**config.mk**
```make
export PLATFORM = sky130hd
export DESIGN_NAME = noc_target_port
export DESIGN_NICKNAME = d
export VERILOG_FILES = /design/src/rtl/ntp_pkg.sv /design/src/rtl/ntp_req_parser.sv /design/src/rtl/ntp_hdr_fifo.sv /design/src/rtl/ntp_rsp_framer.sv /design/src/rtl/noc_target_port.sv
export SDC_FILE = /design/constraint.sdc
export NUM_CORES = 1
export LEC_CHECK = 0
export ABC_AREA = 0
export BUFFER_PORTS_ARGS = -buffer_cell sky130_fd_sc_hd__buf_2
export CORE_MARGIN = 4
export CORE_UTILIZATION = 45
export CTS_BUF_LIST = sky130_fd_sc_hd__clkbuf_8 sky130_fd_sc_hd__clkbuf_16
export DETAILED_ROUTE_END_ITERATION = 10
export PLACE_DENSITY = 0.75
export SYNTH_ARGS = -nofsm -noshare
export SYNTH_HDL_FRONTEND = slang
export SYNTH_HIERARCHICAL = 1
export SYNTH_SLANG_ARGS = --single-unit
```
**constraint.sdc**
```tcl
create_clock -name clk -period 7.98 [get_ports clk]
set_input_delay 0 -clock clk [delete_from_list [all_inputs] [get_ports clk]]
set_output_delay 0 -clock clk [all_outputs]
set_load 0.02 [all_outputs]
```
**src/rtl/ntp_pkg.sv**
```systemverilog
package ntp_pkg;

    localparam int CELL_W = 32;

    typedef enum logic [1:0] {
        CMD_RD   = 2'b00,
        CMD_WR   = 2'b01,
        CMD_RRSP = 2'b10,
        CMD_WRSP = 2'b11
    } cmd_e;

    typedef struct packed {
        logic [3:0]  dst;
        logic [3:0]  src;
        cmd_e        cmd;
        logic [5:0]  tag;
        logic [15:0] rsvd;
    } hdr_t;

    typedef struct packed {
        logic              write;
        logic [CELL_W-1:0] addr;
        logic [CELL_W-1:0] wdata;
    } host_req_t;

    function automatic logic is_rsp_code(cmd_e c);
        return c[1];
    endfunction

    function automatic hdr_t make_rsp_hdr(hdr_t req);
        hdr_t r;
        r.dst  = req.src;
        r.src  = req.dst;
        r.cmd  = (req.cmd == CMD_WR) ? CMD_WRSP : CMD_RRSP;
        r.tag  = req.tag;
        r.rsvd = '0;
        return r;
    endfunction

endpackage

```
**src/rtl/ntp_req_parser.sv**
```systemverilog
module ntp_req_parser
    import ntp_pkg::*;
(
    input  logic              clk,
    input  logic              rst,
    input  logic              in_valid,
    output logic              in_ready,
    input  logic [CELL_W-1:0] in_data,
    output logic              hdr_push,
    output hdr_t              hdr_push_data,
    input  logic              hdr_full,
    output logic              bad_cmd,
    output logic              req_valid,
    input  logic              req_ready,
    output host_req_t         req
);

    typedef enum logic [1:0] {P_HDR, P_ADDR, P_DATA, P_HOLD} pstate_e;

    pstate_e state_q;
    host_req_t req_q;
    hdr_t hdr_in;
    logic fire;

    assign hdr_in = hdr_t'(in_data);

    always_comb begin
        case (state_q)
            P_HDR:   in_ready = !hdr_full;
            P_ADDR:  in_ready = 1'b1;
            P_DATA:  in_ready = 1'b1;
            default: in_ready = 1'b0;
        endcase
    end

    assign fire          = in_valid && in_ready;
    assign bad_cmd       = fire && (state_q == P_HDR) && is_rsp_code(hdr_in.cmd);
    assign hdr_push      = fire && (state_q == P_HDR) && !is_rsp_code(hdr_in.cmd);
    assign hdr_push_data = hdr_in;
    assign req_valid     = (state_q == P_HOLD);
    assign req           = req_q;

    always_ff @(posedge clk) begin
        if (rst) begin
            state_q <= P_HDR;
            req_q   <= '0;
        end else begin
            case (state_q)
                P_HDR: begin
                    if (hdr_push) begin
                        req_q.write <= (hdr_in.cmd == CMD_WR);
                        state_q     <= P_ADDR;
                    end
                end
                P_ADDR: begin
                    if (fire) begin
                        req_q.addr <= in_data;
                        if (req_q.write) begin
                            state_q <= P_DATA;
                        end else begin
                            req_q.wdata <= '0;
                            state_q     <= P_HOLD;
                        end
                    end
                end
                P_DATA: begin
                    if (fire) begin
                        req_q.wdata <= in_data;
                        state_q     <= P_HOLD;
                    end
                end
                default: begin
                    if (req_ready) begin
                        state_q <= P_HDR;
                    end
                end
            endcase
        end
    end

endmodule

```
**src/rtl/ntp_hdr_fifo.sv**
```systemverilog
module ntp_hdr_fifo
    import ntp_pkg::*;
#(
    parameter int DEPTH = 4
) (
    input  logic clk,
    input  logic rst,
    input  logic push,
    input  hdr_t push_data,
    input  logic pop,
    output hdr_t pop_data,
    output logic full,
    output logic empty
);

    localparam int PTR_W = (DEPTH > 1) ? $clog2(DEPTH) : 1;
    localparam int CNT_W = $clog2(DEPTH + 1);
    localparam logic [PTR_W-1:0] LAST = PTR_W'(DEPTH - 1);
    localparam logic [CNT_W-1:0] FULL_CNT = CNT_W'(DEPTH);

    hdr_t mem [DEPTH];
    logic [PTR_W-1:0] wr_ptr, rd_ptr;
    logic [CNT_W-1:0] count;
    logic do_push, do_pop;

    assign full     = (count == FULL_CNT);
    assign empty    = (count == '0);
    assign do_push  = push && !full;
    assign do_pop   = pop && !empty;
    assign pop_data = mem[rd_ptr];

    always_ff @(posedge clk) begin
        if (rst) begin
            wr_ptr <= '0;
            rd_ptr <= '0;
            count  <= '0;
        end else begin
            if (do_push) begin
                wr_ptr <= (wr_ptr == LAST) ? '0 : wr_ptr + 1'b1;
            end
            if (do_pop) begin
                rd_ptr <= (rd_ptr == LAST) ? '0 : rd_ptr + 1'b1;
            end
            case ({do_push, do_pop})
                2'b10:   count <= count + 1'b1;
                2'b01:   count <= count - 1'b1;
                default: count <= count;
            endcase
        end
    end

    generate
        for (genvar i = 0; i < DEPTH; i++) begin : g_slot
            always_ff @(posedge clk) begin
                if (rst) begin
                    mem[i] <= '0;
                end else if (do_push && (wr_ptr == PTR_W'(i))) begin
                    mem[i] <= push_data;
                end
            end
        end
    endgenerate

endmodule

```
**src/rtl/ntp_rsp_framer.sv**
```systemverilog
module ntp_rsp_framer
    import ntp_pkg::*;
(
    input  logic              clk,
    input  logic              rst,
    input  logic              pend_empty,
    input  hdr_t              pend_hdr,
    output logic              pend_pop,
    input  logic              rsp_valid,
    output logic              rsp_ready,
    input  logic [CELL_W-1:0] rsp_rdata,
    output logic              out_valid,
    input  logic              out_ready,
    output logic [CELL_W-1:0] out_data
);

    typedef enum logic [1:0] {F_IDLE, F_HDR, F_DATA} fstate_e;

    fstate_e state_q;
    hdr_t hdr_q;
    logic [CELL_W-1:0] data_q;
    logic has_data_q;
    logic take;

    assign rsp_ready = (state_q == F_IDLE) && !pend_empty;
    assign take      = rsp_valid && rsp_ready;
    assign pend_pop  = take;
    assign out_valid = (state_q != F_IDLE);
    assign out_data  = (state_q == F_DATA) ? data_q : CELL_W'(hdr_q);

    always_ff @(posedge clk) begin
        if (rst) begin
            state_q    <= F_IDLE;
            hdr_q      <= '0;
            data_q     <= '0;
            has_data_q <= 1'b0;
        end else begin
            case (state_q)
                F_IDLE: begin
                    if (take) begin
                        hdr_q      <= make_rsp_hdr(pend_hdr);
                        data_q     <= rsp_rdata;
                        has_data_q <= (pend_hdr.cmd == CMD_RD);
                        state_q    <= F_HDR;
                    end
                end
                F_HDR: begin
                    if (out_ready) begin
                        state_q <= has_data_q ? F_DATA : F_IDLE;
                    end
                end
                default: begin
                    if (out_ready) begin
                        state_q <= F_IDLE;
                    end
                end
            endcase
        end
    end

endmodule

```
**src/rtl/noc_target_port.sv**
```systemverilog
module noc_target_port
    import ntp_pkg::*;
#(
    parameter int PEND_DEPTH = 4
) (
    input  logic              clk,
    input  logic              rst,
    input  logic              net_in_valid,
    output logic              net_in_ready,
    input  logic [CELL_W-1:0] net_in_data,
    output logic              host_req_valid,
    input  logic              host_req_ready,
    output logic              host_req_write,
    output logic [CELL_W-1:0] host_req_addr,
    output logic [CELL_W-1:0] host_req_wdata,
    input  logic              host_rsp_valid,
    output logic              host_rsp_ready,
    input  logic [CELL_W-1:0] host_rsp_rdata,
    output logic              net_out_valid,
    input  logic              net_out_ready,
    output logic [CELL_W-1:0] net_out_data,
    output logic              cmd_error
);

    logic      hdr_push, hdr_pop, hdr_full, hdr_empty, bad_cmd;
    hdr_t      hdr_push_data, hdr_head;
    host_req_t req;
    logic      err_q;

    ntp_req_parser u_parser (
        .clk           (clk),
        .rst           (rst),
        .in_valid      (net_in_valid),
        .in_ready      (net_in_ready),
        .in_data       (net_in_data),
        .hdr_push      (hdr_push),
        .hdr_push_data (hdr_push_data),
        .hdr_full      (hdr_full),
        .bad_cmd       (bad_cmd),
        .req_valid     (host_req_valid),
        .req_ready     (host_req_ready),
        .req           (req)
    );

    ntp_hdr_fifo #(.DEPTH(PEND_DEPTH)) u_pending (
        .clk       (clk),
        .rst       (rst),
        .push      (hdr_push),
        .push_data (hdr_push_data),
        .pop       (hdr_pop),
        .pop_data  (hdr_head),
        .full      (hdr_full),
        .empty     (hdr_empty)
    );

    ntp_rsp_framer u_framer (
        .clk        (clk),
        .rst        (rst),
        .pend_empty (hdr_empty),
        .pend_hdr   (hdr_head),
        .pend_pop   (hdr_pop),
        .rsp_valid  (host_rsp_valid),
        .rsp_ready  (host_rsp_ready),
        .rsp_rdata  (host_rsp_rdata),
        .out_valid  (net_out_valid),
        .out_ready  (net_out_ready),
        .out_data   (net_out_data)
    );

    assign host_req_write = req.write;
    assign host_req_addr  = req.addr;
    assign host_req_wdata = req.wdata;
    assign cmd_error      = err_q;

    always_ff @(posedge clk) begin
        if (rst) begin
            err_q <= 1'b0;
        end else if (bad_cmd) begin
            err_q <= 1'b1;
        end
    end

endmodule

```
# --- Word level (Yosys, flattened, before mapping) ---
# Memories as Yosys holds them, arrays and structs flattened. A register that Yosys moved wholly into a read port is not among the register bits.
# Cells that the tools add are included.
totals:
  elab_cells: 117
  mem_count: 1
  ram_bits: 128
  reg_bits: 126
  in_bits: 70
  out_inout_bits: 102
memory_table:
  columns: ["name", "words", "word_bits", "rd", "rd_ports_with_merged_regs", "write_ports", "line_no", "rtl"]
  rows:
  - ["u_pending.mem", 4, 32, 1, 1, 4, "ntp_hdr_fifo.sv:21", "hdr_t mem [DEPTH];"]
op_classes:
  addsub: 4
  eq_ne: 20
  n_reduce_logical: 32
  n_mux: 41
  bitwise: 4
op_table:
  columns: ["op", "count"]
  rows:
  - ["two-way mux 32 bit", 8]
  - ["case mux 32 bit (2 select lines)", 1]
  - ["two-way mux 2 bit", 12]
  - ["two-way mux 1 bit", 16]
  - ["== test 2 bit, second input constant", 7]
  - ["== test 2 x 1 -> 1 bit, second input constant", 6]
  - ["logical AND 1 bit", 12]
  - ["zero test 2 bit", 4]
  - ["AND reduction 4 bit", 2]
  - ["nonzero test 2 bit", 4]
  - ["inequality test 2 x 1 -> 1 bit, second input constant", 3]
  - ["inequality test 2 bit, second input constant", 3]
  - ["case mux 2 bit (3 select lines)", 1]
  - ["case mux 3 bit (2 select lines)", 1]
  - ["AND reduction 2 bit", 3]
  - ["adder 2 x 1 -> 2 bit, second input constant", 2]
  - ["OR 1 bit", 4]
  - ["case mux 2 bit (2 select lines)", 1]
  - ["nonzero test 4 bit", 1]
  - ["adder 3 x 1 -> 3 bit, second input constant", 1]
  - ["== test 3 bit, second input constant", 1]
  - ["zero test 1 bit", 3]
  - ["zero test 3 bit", 1]
  - ["AND reduction 3 bit", 1]
  - ["other kinds (3)", 3]

# --- Longest topological paths before layout ---
depth:
  depth_word: 12
  ltp_mapped: 15
  depth_no_buf: 13

# --- Modules after synthesis ---
# Netlist, hierarchy kept.
modules_own_cells:
  columns: ["mod", "area_each_um2", "cells_per_inst", "instances", "seq_area_each_um2"]
  rows:
  - ["ntp_hdr_fifo", 6073.3, 379, 1, 4023.9]
  - ["ntp_req_parser", 3080.5, 312, 1, 1341.3]
  - ["ntp_rsp_framer", 2567.5, 258, 1, 1021.0]
  - ["noc_target_port", 30.0, 2, 1, 20.0]

# --- Worst setup path after synthesis ---
# Ideal clock, no wire load.
synth_timing:
  path_kind: "register to register"
  start: "reg u_parser.state_q[0]"
  end: "mem u_pending/mem[0][0] (netlist bit), enable pin"
  setup_slack_ps: 5003
  t_required_ps: 7592
  path_buffers: 2
  arrival_time_ps: 2589
  stages_incl_launch_ff: 10
  setup_ps: 388
  period_less_slack_ps: 2977
  cell_sequence: "dfxtp_1 > inv_1 > ha_1 > nor2b_1 > nor4b_4 > inv_1 > nor2_4 > buf_6 > buf_6 > a21o_1"
synth_rtl:
  columns: ["item", "line_no", "rtl"]
  rows:
  - ["start: declaration", "ntp_req_parser.sv:20", "pstate_e state_q;"]
  - ["start signal: assignment", "ntp_req_parser.sv:45", "state_q <= P_HDR;"]
  - ["start signal: assignment", "ntp_req_parser.sv:52", "state_q <= P_ADDR;"]
  - ["start signal: assignment", "ntp_req_parser.sv:59", "state_q <= P_DATA;"]
  - ["end: declaration", "ntp_hdr_fifo.sv:21", null]

# --- Worst setup path after layout ---
layout_timing:
  start: "reg u_parser.state_q[0]"
  end: "reg u_pending.count[2]"
layout_between:
  elab_chain_cells: 9
  elab_cells_between_ends: 13
  cone_classes: "4 x eq/ne; 2 x mux; 7 x reduce/logical"
layout_rtl:
  columns: ["item", "line_no", "rtl"]
  rows:
  - ["== test 2 x 1 -> 1 bit / == test 2 bit (equally long branches)", "ntp_req_parser.sv:28", "case (state_q)"]
  - ["OR reduction 2 bit (no line)", null, null]
  - ["case mux 1 bit (2 select lines)", "ntp_req_parser.sv:28", null]
  - ["logical AND 1 bit", "ntp_req_parser.sv:36", "assign fire = in_valid && in_ready;"]
  - ["logical AND 1 bit * (2 in series)", "ntp_req_parser.sv:38", "assign hdr_push = fire && (state_q == P_HDR) && !is_rsp_code(hdr_in.cmd);"]
  - ["via hdr_push", "noc_target_port.sv:25", "logic hdr_push, hdr_pop, hdr_full, hdr_empty, bad_cmd;"]
  - ["logical AND 1 bit *", "ntp_hdr_fifo.sv:28", "assign do_push = push && !full;"]
  - ["== test 2 x 1 -> 1 bit / == test 2 bit (equally long branches)", "ntp_hdr_fifo.sv:44", "case ({do_push, do_pop})"]
  - ["case mux 3 bit (2 select lines) / nonzero test 2 bit (equally long branches)", null, null]
  - ["end signal: assignment", "ntp_hdr_fifo.sv:45", "2'b10: count <= count + 1'b1;"]
  - ["end signal: assignment", "ntp_hdr_fifo.sv:46", "2'b01: count <= count - 1'b1;"]
  - ["end signal: assignment", "ntp_hdr_fifo.sv:47", "default: count <= count;"]
  - ["end: declaration", "ntp_hdr_fifo.sv:23", "logic [CNT_W-1:0] count;"]
# Mark *: on every way through the listed nets, which the timed path passes. The rest lies on a longest branch.
# A chain may end at the register's enable or synchronous reset.

==> summary.md <==
| Metric | Value |
|---|---|
| Status | complete, no violations |
| Post-route ant nets | 0 |
| # Max-Cap Violations | 0 |
| Final worst-path setup slack | 4210 ps |
| Post-Synthesis Cells | 786 |
| Core Box Area | 0.0195 mm^2 |
| CTS tree | built |
| Worst Path Arrival | 4120 ps |
| GRT Overall Usage | 18.2% |
| Clock transition at the registers of the reported paths | 80 ps |
| Class of the worst hold path | input port to register |
| Vias | 6145 |
| Finish-stage setup viols | 0 |
| Largest net degree at the start of global routing | between 100 and 150 |
| Comb pwr share | between 20% and 30% |
| Dpl ws | 4270 ps |
| CP bufs+invs | 4 |
| Hold path depth | 2 |
| Clk_lat worst skew | approximately 430 ps |
| I/O Buffers | 171 |
| Die area | between 0.02 and 0.025 mm^2 |
| Number of H-tree levels | 4 |
| Final Slew Violations | 0 |
| Most Frequent Cell on Critical Path | inv_1 |
| Residual DRC count | 0 |
| Synthesized area | 0.00893 mm^2 |
| Crit path cell chain | inv_1 -> ha_1 -> nor2b_1 -> nor4b_4 -> inv_1 -> nor2_4 -> inv_1 -> ha_1 -> inv_1 -> fa_1 -> xor2_1 -> or3_1 -> a21oi_1 |
| Crit. path cell count | 13 |
| Startpoint Class | register |
| Setup repair bufs after CTS | 0 |
| Fmax | about 270 MHz |
| Global route overflow | 0 |
| Worst EP required | 8330 ps |
| WL/cell | between 15 and 20 um |
| Final Util | 56.2% |
| Die H | between 100 and 150 um |
| Static leakage | around 4.9 nW |
| Slew HR | 23.5% |
| Period utilization | 47.2% |
| Switching share of total power | 29.9% |
| Critical Setup Path Class | register to register |
| Worst Hold End | u_parser/req[33]$_SDFFE_PP0P_ |
| 1st-iter DRT viols | 353 |
| VDD IR max | 0.164 mV |
| Antenna Cells | 0 |
| Initial core utilization | between 40% and 50% |
| Clk network pwr share | 32.8% |
| Rows | between 50 and 60 |
| Sink Count | 192 |
| Routed vias/inst | around 5 |
| Area grow syn2layout | 22.5% |
| Setup_tns | 0 ps |
| Final WL | 20000 um |
| Worst path slowest cell | nor2_4 |
| Gpl congestion | between 0.7 and 0.8 |
| Worst R2R End | u_pending/count[2]$_SDFFE_PP0P_ |
| Worst Skew | 11.2 ps |
| P_int | around 1.8 mW |
| Root Buffer | clkbuf_16 |
| Global-route wire length before repair | 32300 um |
| First-pass detailed-route iteration total | 5 |
| Crit path capture type | register |
| Die W | around 150 um |
| RSZ-0062 raised after global routing | false |
| Power Dens Cells | 239 mW/mm^2 |
| CTS Buf Count | 17 |
| Post-CTS Hold Fix Bufs | 67 |
| Detail Placement HPWL | 12600 um |
| Non-filler cells, final | 1246 |
| FF-to-FF path depth | 13 |
| Sequential share of power | between 40% and 50% |
| Hold path start | rst |
| Final #Nets | roughly 1100 |
| CP max FO | 70 |
| Cts repair resizes | 0 |
| Post-layout min period | 3770 ps |
| Slew @ Worst Pin | between 1000 and 1500 ps |
| Post-Syn Area per Cell | 11.4 um^2 |
| Ratio of cells with drive above 1 in the final layout | 26.4% |
| Total power | ~2.6 mW |
| Number of antenna violations at the first check in global routing | 0 |
| RR Startpoint | u_parser/state_q[0]$_SDFFE_PP0P_ |
| Yosys warns | 6 |
| Mapped Nets | 868 |
| CP delay by family, top | simple AND/OR/NAND/NOR gates |
| Top Ports | 172 |
| Inst Count DP | 1147 |
| Biggest cell delay along the critical path | 900 ps |
| Clk buf depth | 2 |
| Net Sw Power | 781 uW |
| Fin. Hold Viols | 0 |
| Vias in the first global route | ~6200 |
| Reg-to-reg slack, setup | ~4200 ps |
[per-layer routing]
| layer | vias to the layer above | global-route usage (%) | routed length [um] |
|---|---|---|---|
| li1 | 3026 | - | - |
| met1 | 2867 | 25.0 | 9160 |
| met2 | 238 | 27.6 | 8850 |
| met3 | 14 | 6.62 | 1800 |
| met4 | 0 | 4.76 | 187 |
| met5 | - | 0 | 0 |
[through the flow]
stage	hold WS, ps	area (um^2)
finish	51.2	10900
global route	81.0	10900
CTS	57.8	10900
detailed placement	259	9660
global placement	245	9660
floorplan	95.1	8930
[cells in the final DEF (no fill, tap or decap), types with 4 or more instances in the layout]
cell type	count
a21o_1	4
inv_6	4
dlygate4sd3_1	67
nand2_1	34
nand2b_1	130
and3_1	64
inv_1	12
a21oi_1	7
nor2b_1	7
edfxtp_1	64
mux4_2	16
dfxtp_1	128
nor2_1	44
clkbuf_16	18
buf_4	7
buf_2	170
ha_1	11
mux2i_1	114
mux2_2	18
and2_1	16
[worst max path at each step]
| stage | endpoint | slack (ps) | startpoint |
|---|---|---|---|
| floorplan | u_pending/count[2]$_SDFFE_PP0P_ | 5120 | u_parser/state_q[0]$_SDFFE_PP0P_ |
| global placement | u_pending/count[2]$_SDFFE_PP0P_ | 4470 | u_parser/state_q[1]$_SDFFE_PP0P_ |
| detailed placement | u_pending/count[2]$_SDFFE_PP0P_ | 4270 | u_parser/state_q[0]$_SDFFE_PP0P_ |
| CTS | u_pending/count[2]$_SDFFE_PP0P_ | 4250 | u_parser/state_q[0]$_SDFFE_PP0P_ |
| global route | u_pending/count[2]$_SDFFE_PP0P_ | 3830 | u_parser/state_q[0]$_SDFFE_PP0P_ |
| finish | u_pending/count[2]$_SDFFE_PP0P_ | 4210 | u_parser/state_q[0]$_SDFFE_PP0P_ |
[state kept, by name (all words and copies together), names as in the netlist, named ones only]
name and count:
u_framer/state_q 2, u_pending/mem 64, u_framer/has_data_q 1, u_framer/hdr_q 16
u_pending/count 3, u_pending/wr_ptr 2, u_pending/rd_ptr 2, u_parser/state_q 2
cmd_error 1, u_framer/data_q 32, u_parser/req 65
[power by group through the flow]
stage / Combinational, mW / Clock [mW] / Sequential, mW
after CTS: 0.603 / 0.879 / 1.15
after floorplan: 0.448 / 0 / 1.19
after global routing: 0.654 / 0.918 / 1.16
after detailed placement: 0.575 / 0 / 1.17
after global placement: 0.568 / 0 / 1.17
final: 0.604 / 0.858 / 1.15
[worst reg2reg max path, cell delays in order, from the launching register on]
cell     delay [ps]
dfxtp_1         400
inv_1           100
ha_1            490
nor2b_1         130
nor4b_4         370
inv_1           140
nor2_4          900
inv_1           120
ha_1            270
inv_1            70
fa_1            170
xor2_1           70
or3_1           310
a21oi_1         140
[layout make-up]
type,instances,area [um^2]
clock buffer,19,464
inverter,14,52.6
multi-input combinational,499,3890
fill,1569,8530
clock inverter,13,138
tap,265,332
timing repair buffer,244,1570
sequential,192,4480
No activity file was read; power rests on OpenSTA's default activity.
